--- src/rtl/smbus_seq_pkg.sv ---
package smbus_seq_pkg;

    // byte-level operations toward the bus engine
    typedef enum logic [2:0] {
        BOP_START_W   = 3'd0,
        BOP_START_R   = 3'd1,
        BOP_SEND      = 3'd2,
        BOP_RECV_ACK  = 3'd3,
        BOP_RECV_NACK = 3'd4,
        BOP_STOP      = 3'd5
    } bus_op_e;

    // micro steps of a protocol program
    typedef enum logic [3:0] {
        U_STW, U_STR, U_SCMD, U_SD0, U_SD1, U_SOFF,
        U_RD0L, U_RD0A, U_RD1L, U_RCNT,
        U_BLKS, U_BLKR, U_RFIRST, U_STOP, U_END, U_HOLD
    } uop_e;

    typedef enum logic [1:0] {
        S_IDLE, S_CLOSE, S_RUN, S_FIN
    } seq_st_e;

    localparam logic [2:0] P_QUICK = 3'd0;
    localparam logic [2:0] P_BYTE  = 3'd1;
    localparam logic [2:0] P_BDATA = 3'd2;
    localparam logic [2:0] P_WORD  = 3'd3;
    localparam logic [2:0] P_PCALL = 3'd4;
    localparam logic [2:0] P_BLOCK = 3'd5;
    localparam logic [2:0] P_I2CBR = 3'd6;
    localparam logic [2:0] P_RSVD  = 3'd7;

endpackage

--- src/rtl/smbus_step_dec.sv ---
module smbus_step_dec
    import smbus_seq_pkg::*;
(
    input  logic [2:0] proto,
    input  logic       rd,
    input  logic [2:0] step,
    output uop_e       uop
);
    always_comb begin
        uop = U_END;
        case (proto)
            P_QUICK: case (step)
                3'd0:    uop = rd ? U_STR : U_STW;
                3'd1:    uop = U_STOP;
                default: uop = U_END;
            endcase
            P_BYTE: case (step)
                3'd0:    uop = rd ? U_STR : U_STW;
                3'd1:    uop = rd ? U_RD0L : U_SCMD;
                3'd2:    uop = U_STOP;
                default: uop = U_END;
            endcase
            P_BDATA: case (step)
                3'd0:    uop = U_STW;
                3'd1:    uop = U_SCMD;
                3'd2:    uop = rd ? U_STR : U_SD0;
                3'd3:    uop = rd ? U_RD0L : U_STOP;
                3'd4:    uop = rd ? U_STOP : U_END;
                default: uop = U_END;
            endcase
            P_WORD: case (step)
                3'd0:    uop = U_STW;
                3'd1:    uop = U_SCMD;
                3'd2:    uop = rd ? U_STR : U_SD0;
                3'd3:    uop = rd ? U_RD0A : U_SD1;
                3'd4:    uop = rd ? U_RD1L : U_STOP;
                3'd5:    uop = rd ? U_STOP : U_END;
                default: uop = U_END;
            endcase
            P_BLOCK: case (step)
                3'd0:    uop = U_STW;
                3'd1:    uop = U_SCMD;
                3'd2:    uop = rd ? U_STR : U_SD0;
                3'd3:    uop = rd ? U_RCNT : U_BLKS;
                3'd4:    uop = rd ? U_BLKR : U_STOP;
                3'd5:    uop = rd ? U_STOP : U_END;
                default: uop = U_END;
            endcase
            P_I2CBR: case (step)
                3'd0:    uop = U_STW;
                3'd1:    uop = U_SOFF;
                3'd2:    uop = U_STR;
                3'd3:    uop = U_RFIRST;
                default: uop = U_HOLD;
            endcase
            default: uop = U_END;
        endcase
    end
endmodule

--- src/rtl/smbus_op_enc.sv ---
module smbus_op_enc
    import smbus_seq_pkg::*;
(
    input  uop_e       uop,
    input  logic [6:0] addr7,
    input  logic [7:0] cmd,
    input  logic [7:0] d0,
    input  logic [7:0] d1,
    input  logic [7:0] wr_byte,
    input  logic       last,
    output logic       is_bus,
    output bus_op_e    op,
    output logic [7:0] data
);
    always_comb begin
        is_bus = 1'b1;
        op     = BOP_STOP;
        data   = 8'h00;
        case (uop)
            U_STW:    begin op = BOP_START_W;   data = {addr7, 1'b0}; end
            U_STR:    begin op = BOP_START_R;   data = {addr7, 1'b1}; end
            U_SCMD:   begin op = BOP_SEND;      data = cmd;           end
            U_SD0:    begin op = BOP_SEND;      data = d0;            end
            U_SD1,
            U_SOFF:   begin op = BOP_SEND;      data = d1;            end
            U_BLKS:   begin op = BOP_SEND;      data = wr_byte;       end
            U_RD0A,
            U_RCNT,
            U_RFIRST: op = BOP_RECV_ACK;
            U_RD0L,
            U_RD1L:   op = BOP_RECV_NACK;
            U_BLKR:   op = last ? BOP_RECV_NACK : BOP_RECV_ACK;
            U_STOP:   op = BOP_STOP;
            default:  is_bus = 1'b0;
        endcase
    end
endmodule

--- src/rtl/smbus_rx_buf.sv ---
module smbus_rx_buf #(
    parameter int DEPTH = 32
) (
    input  logic               clk,
    input  logic               rst_n,
    input  logic               we,
    input  logic [7:0]         widx,
    input  logic [7:0]         wdata,
    output logic [DEPTH*8-1:0] rd_flat
);
    for (genvar i = 0; i < DEPTH; i++) begin : g_ent
        logic [7:0] ent_q;
        always_ff @(posedge clk or negedge rst_n) begin
            if (!rst_n)                      ent_q <= 8'h00;
            else if (we && widx == 8'(i))    ent_q <= wdata;
        end
        assign rd_flat[i*8 +: 8] = ent_q;
    end
endmodule

--- src/rtl/smbus_seq.sv ---
module smbus_seq
    import smbus_seq_pkg::*;
#(
    parameter int MAX_BLK = 32
) (
    input  logic                 clk,
    input  logic                 rst_n,
    input  logic                 start,
    input  logic [2:0]           proto,
    input  logic [7:0]           addr_reg,
    input  logic [7:0]           cmd,
    input  logic [7:0]           data0,
    input  logic [7:0]           data1,
    input  logic                 buf_mode,
    input  logic                 dev_err_in,
    input  logic [MAX_BLK*8-1:0] blk_wr_buf,
    output logic                 busy,
    output logic                 in_blkrd,
    output logic                 req_valid,
    input  logic                 req_ready,
    output logic [2:0]           req_op,
    output logic [7:0]           req_data,
    input  logic                 rsp_valid,
    input  logic                 rsp_ack,
    input  logic [7:0]           rsp_data,
    output logic                 set_intr,
    output logic                 set_dev_err,
    output logic                 set_host_busy,
    output logic                 set_byte_done,
    output logic                 d0_we,
    output logic [7:0]           d0_out,
    output logic                 d1_we,
    output logic [7:0]           d1_out,
    output logic                 blk_we,
    output logic [7:0]           blk_out,
    output logic [MAX_BLK*8-1:0] blk_rd_buf
);
    localparam logic [7:0] MAX_CNT = 8'(MAX_BLK);

    typedef struct packed {
        seq_st_e    st;
        logic       waiting;
        logic [2:0] step;
        logic [7:0] idx;
        logic [7:0] cnt;
        logic [2:0] proto;
        logic       rd;
        logic [6:0] addr7;
        logic [7:0] cmd;
        logic [7:0] d0;
        logic [7:0] d1;
        logic       bufm;
        logic       err;
        logic       inblk;
        logic [7:0] r0;
        logic [7:0] r1;
        logic [7:0] rb;
    } seq_t;

    seq_t q, d;

    uop_e       dec_uop, uop;
    logic       enc_bus, bus_now, loop_done, last_rx, rbuf_we;
    bus_op_e    enc_op;
    logic [7:0] enc_data, wr_byte;

    function automatic seq_st_e entry_state(logic err, logic [2:0] p, logic r, logic bm);
        if (err)                          return S_FIN;
        else if (p == P_BLOCK && !r && !bm) return S_FIN;
        else                              return S_RUN;
    endfunction

    smbus_step_dec u_dec (
        .proto (q.proto),
        .rd    (q.rd),
        .step  (q.step),
        .uop   (dec_uop)
    );

    // a fault redirects the program to its closing stop
    assign uop       = q.err ? U_STOP : dec_uop;
    assign wr_byte   = blk_wr_buf[int'(q.idx)*8 +: 8];
    assign last_rx   = (q.idx == q.cnt - 8'd1);
    assign loop_done = (uop == U_BLKS && q.idx == q.d0) ||
                       (uop == U_BLKR && q.idx == q.cnt);

    smbus_op_enc u_enc (
        .uop     (uop),
        .addr7   (q.addr7),
        .cmd     (q.cmd),
        .d0      (q.d0),
        .d1      (q.d1),
        .wr_byte (wr_byte),
        .last    (last_rx),
        .is_bus  (enc_bus),
        .op      (enc_op),
        .data    (enc_data)
    );

    assign bus_now = enc_bus && !loop_done;

    smbus_rx_buf #(.DEPTH(MAX_BLK)) u_buf (
        .clk     (clk),
        .rst_n   (rst_n),
        .we      (rbuf_we),
        .widx    (q.idx),
        .wdata   (rsp_data),
        .rd_flat (blk_rd_buf)
    );

    always_comb begin
        d       = q;
        rbuf_we = 1'b0;
        case (q.st)
            S_IDLE: if (start) begin
                d.proto   = proto;
                d.rd      = addr_reg[0];
                d.addr7   = addr_reg[7:1];
                d.cmd     = cmd;
                d.d0      = data0;
                d.d1      = data1;
                d.bufm    = buf_mode;
                d.step    = 3'd0;
                d.idx     = 8'd0;
                d.cnt     = 8'd0;
                d.waiting = 1'b0;
                d.err     = dev_err_in || proto == P_PCALL || proto == P_RSVD ||
                            (proto == P_BLOCK && !addr_reg[0] && buf_mode && data0 > MAX_CNT);
                d.st      = q.inblk ? S_CLOSE
                                    : entry_state(d.err, proto, addr_reg[0], buf_mode);
            end
            S_CLOSE: begin
                if (!q.waiting) begin
                    if (req_ready) d.waiting = 1'b1;
                end else if (rsp_valid) begin
                    d.waiting = 1'b0;
                    d.inblk   = 1'b0;
                    d.st      = entry_state(q.err, q.proto, q.rd, q.bufm);
                end
            end
            S_RUN: begin
                if (!bus_now) begin
                    if (uop == U_END)       d.st = S_FIN;
                    else if (uop == U_HOLD) begin d.st = S_FIN; d.inblk = 1'b1; end
                    else                    d.step = q.step + 3'd1;
                end else if (!q.waiting) begin
                    if (req_ready) d.waiting = 1'b1;
                end else if (rsp_valid) begin
                    d.waiting = 1'b0;
                    if (uop == U_STOP) begin
                        if (q.err) d.st = S_FIN;
                        else       d.step = q.step + 3'd1;
                    end else if (!rsp_ack) begin
                        d.err = 1'b1;
                    end else begin
                        case (uop)
                            U_RD0L, U_RD0A: begin d.r0 = rsp_data; d.step = q.step + 3'd1; end
                            U_RD1L:   begin d.r1 = rsp_data; d.step = q.step + 3'd1; end
                            U_RFIRST: begin d.rb = rsp_data; d.step = q.step + 3'd1; end
                            U_RCNT: begin
                                d.cnt = rsp_data;
                                if (rsp_data > MAX_CNT) d.err  = 1'b1;
                                else                    d.step = q.step + 3'd1;
                            end
                            U_BLKS: d.idx = q.idx + 8'd1;
                            U_BLKR: begin
                                rbuf_we = 1'b1;
                                if (q.idx == 8'd0) d.rb = rsp_data;
                                d.idx = q.idx + 8'd1;
                            end
                            default: d.step = q.step + 3'd1;
                        endcase
                    end
                end
            end
            S_FIN: begin
                d.st  = S_IDLE;
                d.err = 1'b0;
            end
            default: d.st = S_IDLE;
        endcase
    end

    always_ff @(posedge clk or negedge rst_n) begin
        if (!rst_n) q <= '0;
        else        q <= d;
    end

    logic fin, ok, is_p5, is_p6, rd_res;
    assign fin    = (q.st == S_FIN);
    assign ok     = fin && !q.err;
    assign is_p5  = (q.proto == P_BLOCK);
    assign is_p6  = (q.proto == P_I2CBR);
    assign rd_res = q.rd && (q.proto == P_BYTE || q.proto == P_BDATA ||
                             q.proto == P_WORD || is_p5);

    assign busy          = (q.st != S_IDLE);
    assign in_blkrd      = q.inblk;
    assign req_valid     = !q.waiting && (q.st == S_CLOSE || (q.st == S_RUN && bus_now));
    assign req_op        = (q.st == S_CLOSE) ? 3'(BOP_STOP) : 3'(enc_op);
    assign req_data      = (q.st == S_CLOSE) ? 8'h00 : enc_data;
    assign set_dev_err   = fin && q.err;
    assign set_intr      = ok && !is_p6 && !(is_p5 && !q.bufm);
    assign set_host_busy = ok && (is_p6 || (is_p5 && !q.bufm));
    assign set_byte_done = set_host_busy;
    assign d0_we         = ok && rd_res;
    assign d0_out        = is_p5 ? q.cnt : q.r0;
    assign d1_we         = ok && q.rd && q.proto == P_WORD;
    assign d1_out        = q.r1;
    assign blk_we        = ok && (is_p6 || (is_p5 && q.rd && !q.bufm));
    assign blk_out       = q.rb;


    req_hold_chk: assert property (@(posedge clk) disable iff (!rst_n)
        req_valid && !req_ready |=> req_valid && $stable(req_op) && $stable(req_data));

    idle_quiet_chk: assert property (@(posedge clk) disable iff (!rst_n)
        !busy |-> !req_valid);

    pulse_in_busy_chk: assert property (@(posedge clk) disable iff (!rst_n)
        (set_intr || set_dev_err || set_host_busy) |-> busy);

    intr_err_excl_chk: assert property (@(posedge clk) disable iff (!rst_n)
        !(set_intr && set_dev_err));

    pre_err_chk: assert property (@(posedge clk) disable iff (!rst_n)
        start && !busy && !in_blkrd && dev_err_in |=> set_dev_err && !req_valid);

    bad_proto_chk: assert property (@(posedge clk) disable iff (!rst_n)
        start && !busy && !in_blkrd && (proto == 3'd4 || proto == 3'd7) |=> set_dev_err && !req_valid);

endmodule

--- config.mk ---
export PLATFORM = sky130hd
export DESIGN_NAME = smbus_seq
export DESIGN_NICKNAME = d
export VERILOG_FILES = /design/src/rtl/smbus_seq_pkg.sv /design/src/rtl/smbus_step_dec.sv /design/src/rtl/smbus_op_enc.sv /design/src/rtl/smbus_rx_buf.sv /design/src/rtl/smbus_seq.sv
export SDC_FILE = /design/constraint.sdc
export NUM_CORES = 1
export LEC_CHECK = 0
export ABC_AREA = 1
export BUFFER_PORTS_ARGS = -buffer_cell sky130_fd_sc_hd__clkbuf_2
export CORE_AREA = 2 2 234 236
export CTS_CLUSTER_SIZE = 12
export DETAILED_ROUTE_END_ITERATION = 12
export DIE_AREA = 0 0 236 238
export GPL_ROUTABILITY_DRIVEN = 0
export PLACE_DENSITY_LB_ADDON = 0.05
export SETUP_SLACK_MARGIN = 0.15
export SYNTH_ARGS = -nofsm -noshare
export SYNTH_HDL_FRONTEND = slang
export SYNTH_HIERARCHICAL = 1
export SYNTH_SLANG_ARGS = --single-unit
--- constraint.sdc ---
create_clock -name clk -period 8.9 [get_ports clk]
set_input_delay 0 -clock clk [delete_from_list [all_inputs] [get_ports clk]]
set_output_delay 0 -clock clk [all_outputs]
set_load 0.005 [all_outputs]
==> results.txt <==
The run finished with clean final reports. The largest individual stage delay along the critical path comes from the cell sky130_fd_sc_hd__nor4_2. The chip height came out at between 200 and 250 microns.

Hold timing on the final database bottoms out at a slack of 10.9 ps. After clock tree synthesis, the flow added hold-fix buffers numbering 42. The die covers ~56000 sq um.

In this run, the number of DRC markers left after iteration 0 of detailed routing was about 1700. The largest single stage delay on the critical path is between 900 and 1000 ps. Walking the worst path, the cells encountered are inv_1 > nand2_1 > nor2_1 > o21ai_0 > o21ai_0 > nor2_1 > nand2_1 > inv_2 > nand2_1 > nor2_2 > nand2_1 > nor2_1 > nand3_1 > nand3_2 > nor4_2 > inv_1 > nor2_2 > nand2_1 > nand2_1 > nand2_1. The final count of negative-setup-slack endpoints came out at 0. The total number of H-tree levels is 2. The instance count of the mapped netlist came out at around 2600. The total power per unit cell area came out at about 210 nW/um^2.

The clock tree from TritonCTS is yes. The path class of the tightest hold or removal check is in2reg. The startpoint type of the worst setup path is a flop. The fraction of power consumed by combinational cells came out at a little under a third.

The final-layout setup total negative slack is 0 ps. The number of clock sinks is 340. In the final design database the tool counted roughly 3500 nets.

The sequential area share after synthesis came out at roughly 45%. The first global-routing pass estimated between 100 and 150 mm of wire. The number of nets produced by synthesis is 2910. The kind of capture point of the worst setup path is a flop. The detail-routed via count per cell came out at approximately 5.0. The number of ports placed on the die boundary is 608. The portion of total power attributed to sequential cells is 35.1%. Excluding fillers, the count of instances in the completed layout stands at 3896. The part of the power in the clock network is between 30% and 40%. The half-perimeter wire length after placement is around 57 mm.

The cell row count is 85. The root buffer cell chosen for the clock tree is sky130_fd_sc_hd__clkbuf_16. Once the floorplan was initialized, standard cells occupied between 30% and 40% of the core.

The cell total after placement came out at around 3800. The via total after detailed routing is between 15000 and 20000. The number of gates resized after cts is 0. The max-slew violation count came out at 0. Setup repair after global routing left no endpoint under its margin. In this run switching power makes up 37.3% of total power. The via count of the first global-routing pass is about 19000. The maximum operating frequency came out at 208 MHz. Between clock sinks in the finished design, the worst skew comes to approximately 22 ps. The pin slew with the least headroom to its limit came out at about 1200 ps. The clock latency on the worst-skew pair came out at about 580 ps.

The share of the core filled with cells came out at between 40 and 50%. The mean instance size in the synthesized netlist came out at roughly 7.3 sq um. The placeable core area is between 50000 and 60000 sq um. The number of synthesized register bits came out at 340.

The number of antenna violations at the first check in global routing is 1. The number of design rule violations left after detail routing is 0. The number of setup buffers added after CTS is 0. The post-synthesis cell area came out at approximately 19000 sq um. The area growth from synthesis to final layout is 27.4%. The post-detailed-route wirelength per cell came out at roughly 20 microns. The maximum fanout encountered on the critical timing path came out at 15. No sink is reached through more buffers than the 3 on the longest clock path.

The number of buffers inserted during clock tree synthesis came out at between 40 and 50. The total of warnings raised by yosys came out at 6. The hold violation count in the final report was 0. The total routing resource utilization after global routing is roughly 28%. The count of cell types in the netlist is 48.

The worst setup path is of the reg2reg kind. Summed over all nets, the switching power comes to 1.89 mW. The data arrival at the endpoint of the critical path is about 5300 ps. Overall power consumption after layout is estimated at about 5 mW. The number of diodes added for antenna fixing came out at 0. By instance count, the cell type seen most on the critical path is sky130_fd_sc_hd__nand2_1. The CTS clock-pin slew for the worst setup and hold paths is 60 ps. The required time at the worst-slack endpoint is ~9400 ps. Measured against its own limit, the worst slew margin works out to approximately 18%. In this run the static leakage power is 13.1 nW. The total congestion overflow after global routing came out at 0. The first-pass iteration count of the detailed router came out at 6.

The minimum clock period after layout came out at 4800 ps. The worst supply voltage drop on vdd is 0.0000951 V. Dividing the final minimum period by the clock period gives between 50 and 60%. The horizontal die dimension is 236 microns. The count of input and output buffers came out at between 600 and 700.

The pin count of the biggest net entering global routing is a little over 90. Of the cells placed in the final design, the portion with a size suffix greater than 1 is 25.5%. The detail route stage leaves a number of antenna-violating nets equal to 0. Across the run, the number of max-cap violations was 0.

The total wirelength of the detailed-routed design is approximately 79 mm. The total internal power came out at 3.17 mW.
## worst max-delay path: cells and delay by family (launching register included)
| family | cells | cell delay, ps |
|---|---|---|
| AOI/OAI and AO/OA | 2 | 190 |
| buffers and inverters | 3 | 320 |
| DFF | 1 | 470 |
| and+or+nand+nor | 15 | 3710 |
## cell type report
cell class | count | area (sq um)
fillers | 5445 | 29400
multi-input cells | 1885 | 8810
repair buffers | 674 | 3660
clock inverters | 11 | 115
clock buffers | 64 | 1230
well taps | 696 | 871
inverters | 226 | 856
flip-flops and latches | 340 | 8510
## cells in the mapped netlist (all sizes together)
cell       n  area [sq um]
a2111oi    1          8.76
a211oi     9          67.6
a21oi     33           165
a31oi      8          50.1
and2       1          6.26
and3       1          6.26
buf       78           484
clkbuf    63           238
clkinv     2          8.75
dfrtp    340          8510
ha        11           138
inv      224           846
mux2      26           293
nand2    994          3800
nand3     94           490
nand3b     2          18.8
nand4     14           103
nor2     306          1280
nor3      10          55.1
nor3b      1          18.8
nor4       4          25.0
o211ai     2          15.0
o21ai    228          1200
o21bai    72           541
o221ai    22           193
o22ai     29           181
o32ai      1          8.76
or2        3          18.8
xnor2      8          70.1
xor2       5          43.8
## layout by cell type, fill, tap and decap left out, types with 9 or more instances in the layout
cell type / count
sky130_fd_sc_hd__a211oi_1: 9
sky130_fd_sc_hd__a21oi_1: 33
sky130_fd_sc_hd__nand4_1: 13
sky130_fd_sc_hd__o221ai_1: 22
sky130_fd_sc_hd__mux2_2: 26
sky130_fd_sc_hd__nand3_1: 90
sky130_fd_sc_hd__inv_2: 10
sky130_fd_sc_hd__ha_1: 11
sky130_fd_sc_hd__nor2_2: 31
sky130_fd_sc_hd__inv_1: 211
sky130_fd_sc_hd__o22ai_1: 29
sky130_fd_sc_hd__o21ai_0: 188
sky130_fd_sc_hd__nand2_2: 10
sky130_fd_sc_hd__clkbuf_8: 10
sky130_fd_sc_hd__nor2_1: 268
sky130_fd_sc_hd__nand2_1: 981
sky130_fd_sc_hd__clkbuf_2: 606
sky130_fd_sc_hd__o21ai_1: 23
sky130_fd_sc_hd__o21ai_2: 17
sky130_fd_sc_hd__buf_4: 25
sky130_fd_sc_hd__clkbuf_16: 42
sky130_fd_sc_hd__clkbuf_1: 12
sky130_fd_sc_hd__nor3_1: 9
sky130_fd_sc_hd__dfrtp_1: 338
sky130_fd_sc_hd__o21bai_1: 72
sky130_fd_sc_hd__dlygate4sd3_1: 42
## cells by family after synthesis
| logic type | count (synthesis) | synth area share, % |
|---|---|---|
| and+or+nand+nor | 1430 | 30.8 |
| muxes | 26 | 1.55 |
| adders and majority gates | 11 | 0.729 |
| DFF | 340 | 45.1 |
| buffers and inverters | 367 | 8.35 |
| xor gates and xnor gates | 13 | 0.603 |
| AOI/OAI and AO/OA | 405 | 12.9 |
## routing by layer
metal | GRT usage (%) | routed length (microns) | vias to the layer above
met5 | 0 | 12 | -
li1 | - | - | 9331
met4 | 7.12 | 1820 | 2
met1 | 35.3 | 33200 | 9242
met2 | 47.5 | 38400 | 712
met3 | 6.51 | 5980 | 97
## through the flow
step	setup slack, ps	instance area, sq um
final	4100	24100
after global routing	3640	24100
after CTS	4080	24100
after detailed placement	4140	22300
after global placement	4310	22300
after floorplan	5870	18900
## sequential cells by signal, summed over array words and instances, names as in the netlist
signal and cells:
d1_out 8, blk_out 8, in_blkrd 1, u_buf/g_ent.ent_q 256, q 67
## worst paths after layout
path / endpoint / slack [ps] / start / cells after the start
min reg2reg: u_buf/g_ent[13].ent_q[5] / 470 / u_buf/g_ent[13].ent_q[5] / 2
max reg2reg: u_buf/g_ent[0].ent_q[3] / 4100 / q[59] / 20
max in group asynchronous: q[70] / 7230 / rst_n / 3
min: u_buf/g_ent[27].ent_q[2] / 10 / rsp_data[2] / 4
max: u_buf/g_ent[0].ent_q[3] / 4100 / q[59] / 20
min in group asynchronous: q[26] / 50 / rst_n / 2
## power groups by stage
stage | registers [mW] | clock network, mW | logic [mW]
after floorplan | 1.75 | 0 | 1.10
after global placement | 1.80 | 0 | 1.55
after detailed placement | 1.80 | 0 | 1.56
after CTS | 1.77 | 1.74 | 1.59
after global routing | 1.79 | 1.80 | 1.78
final | 1.78 | 1.69 | 1.59
Note: power is estimated with default switching activity, not from simulation.
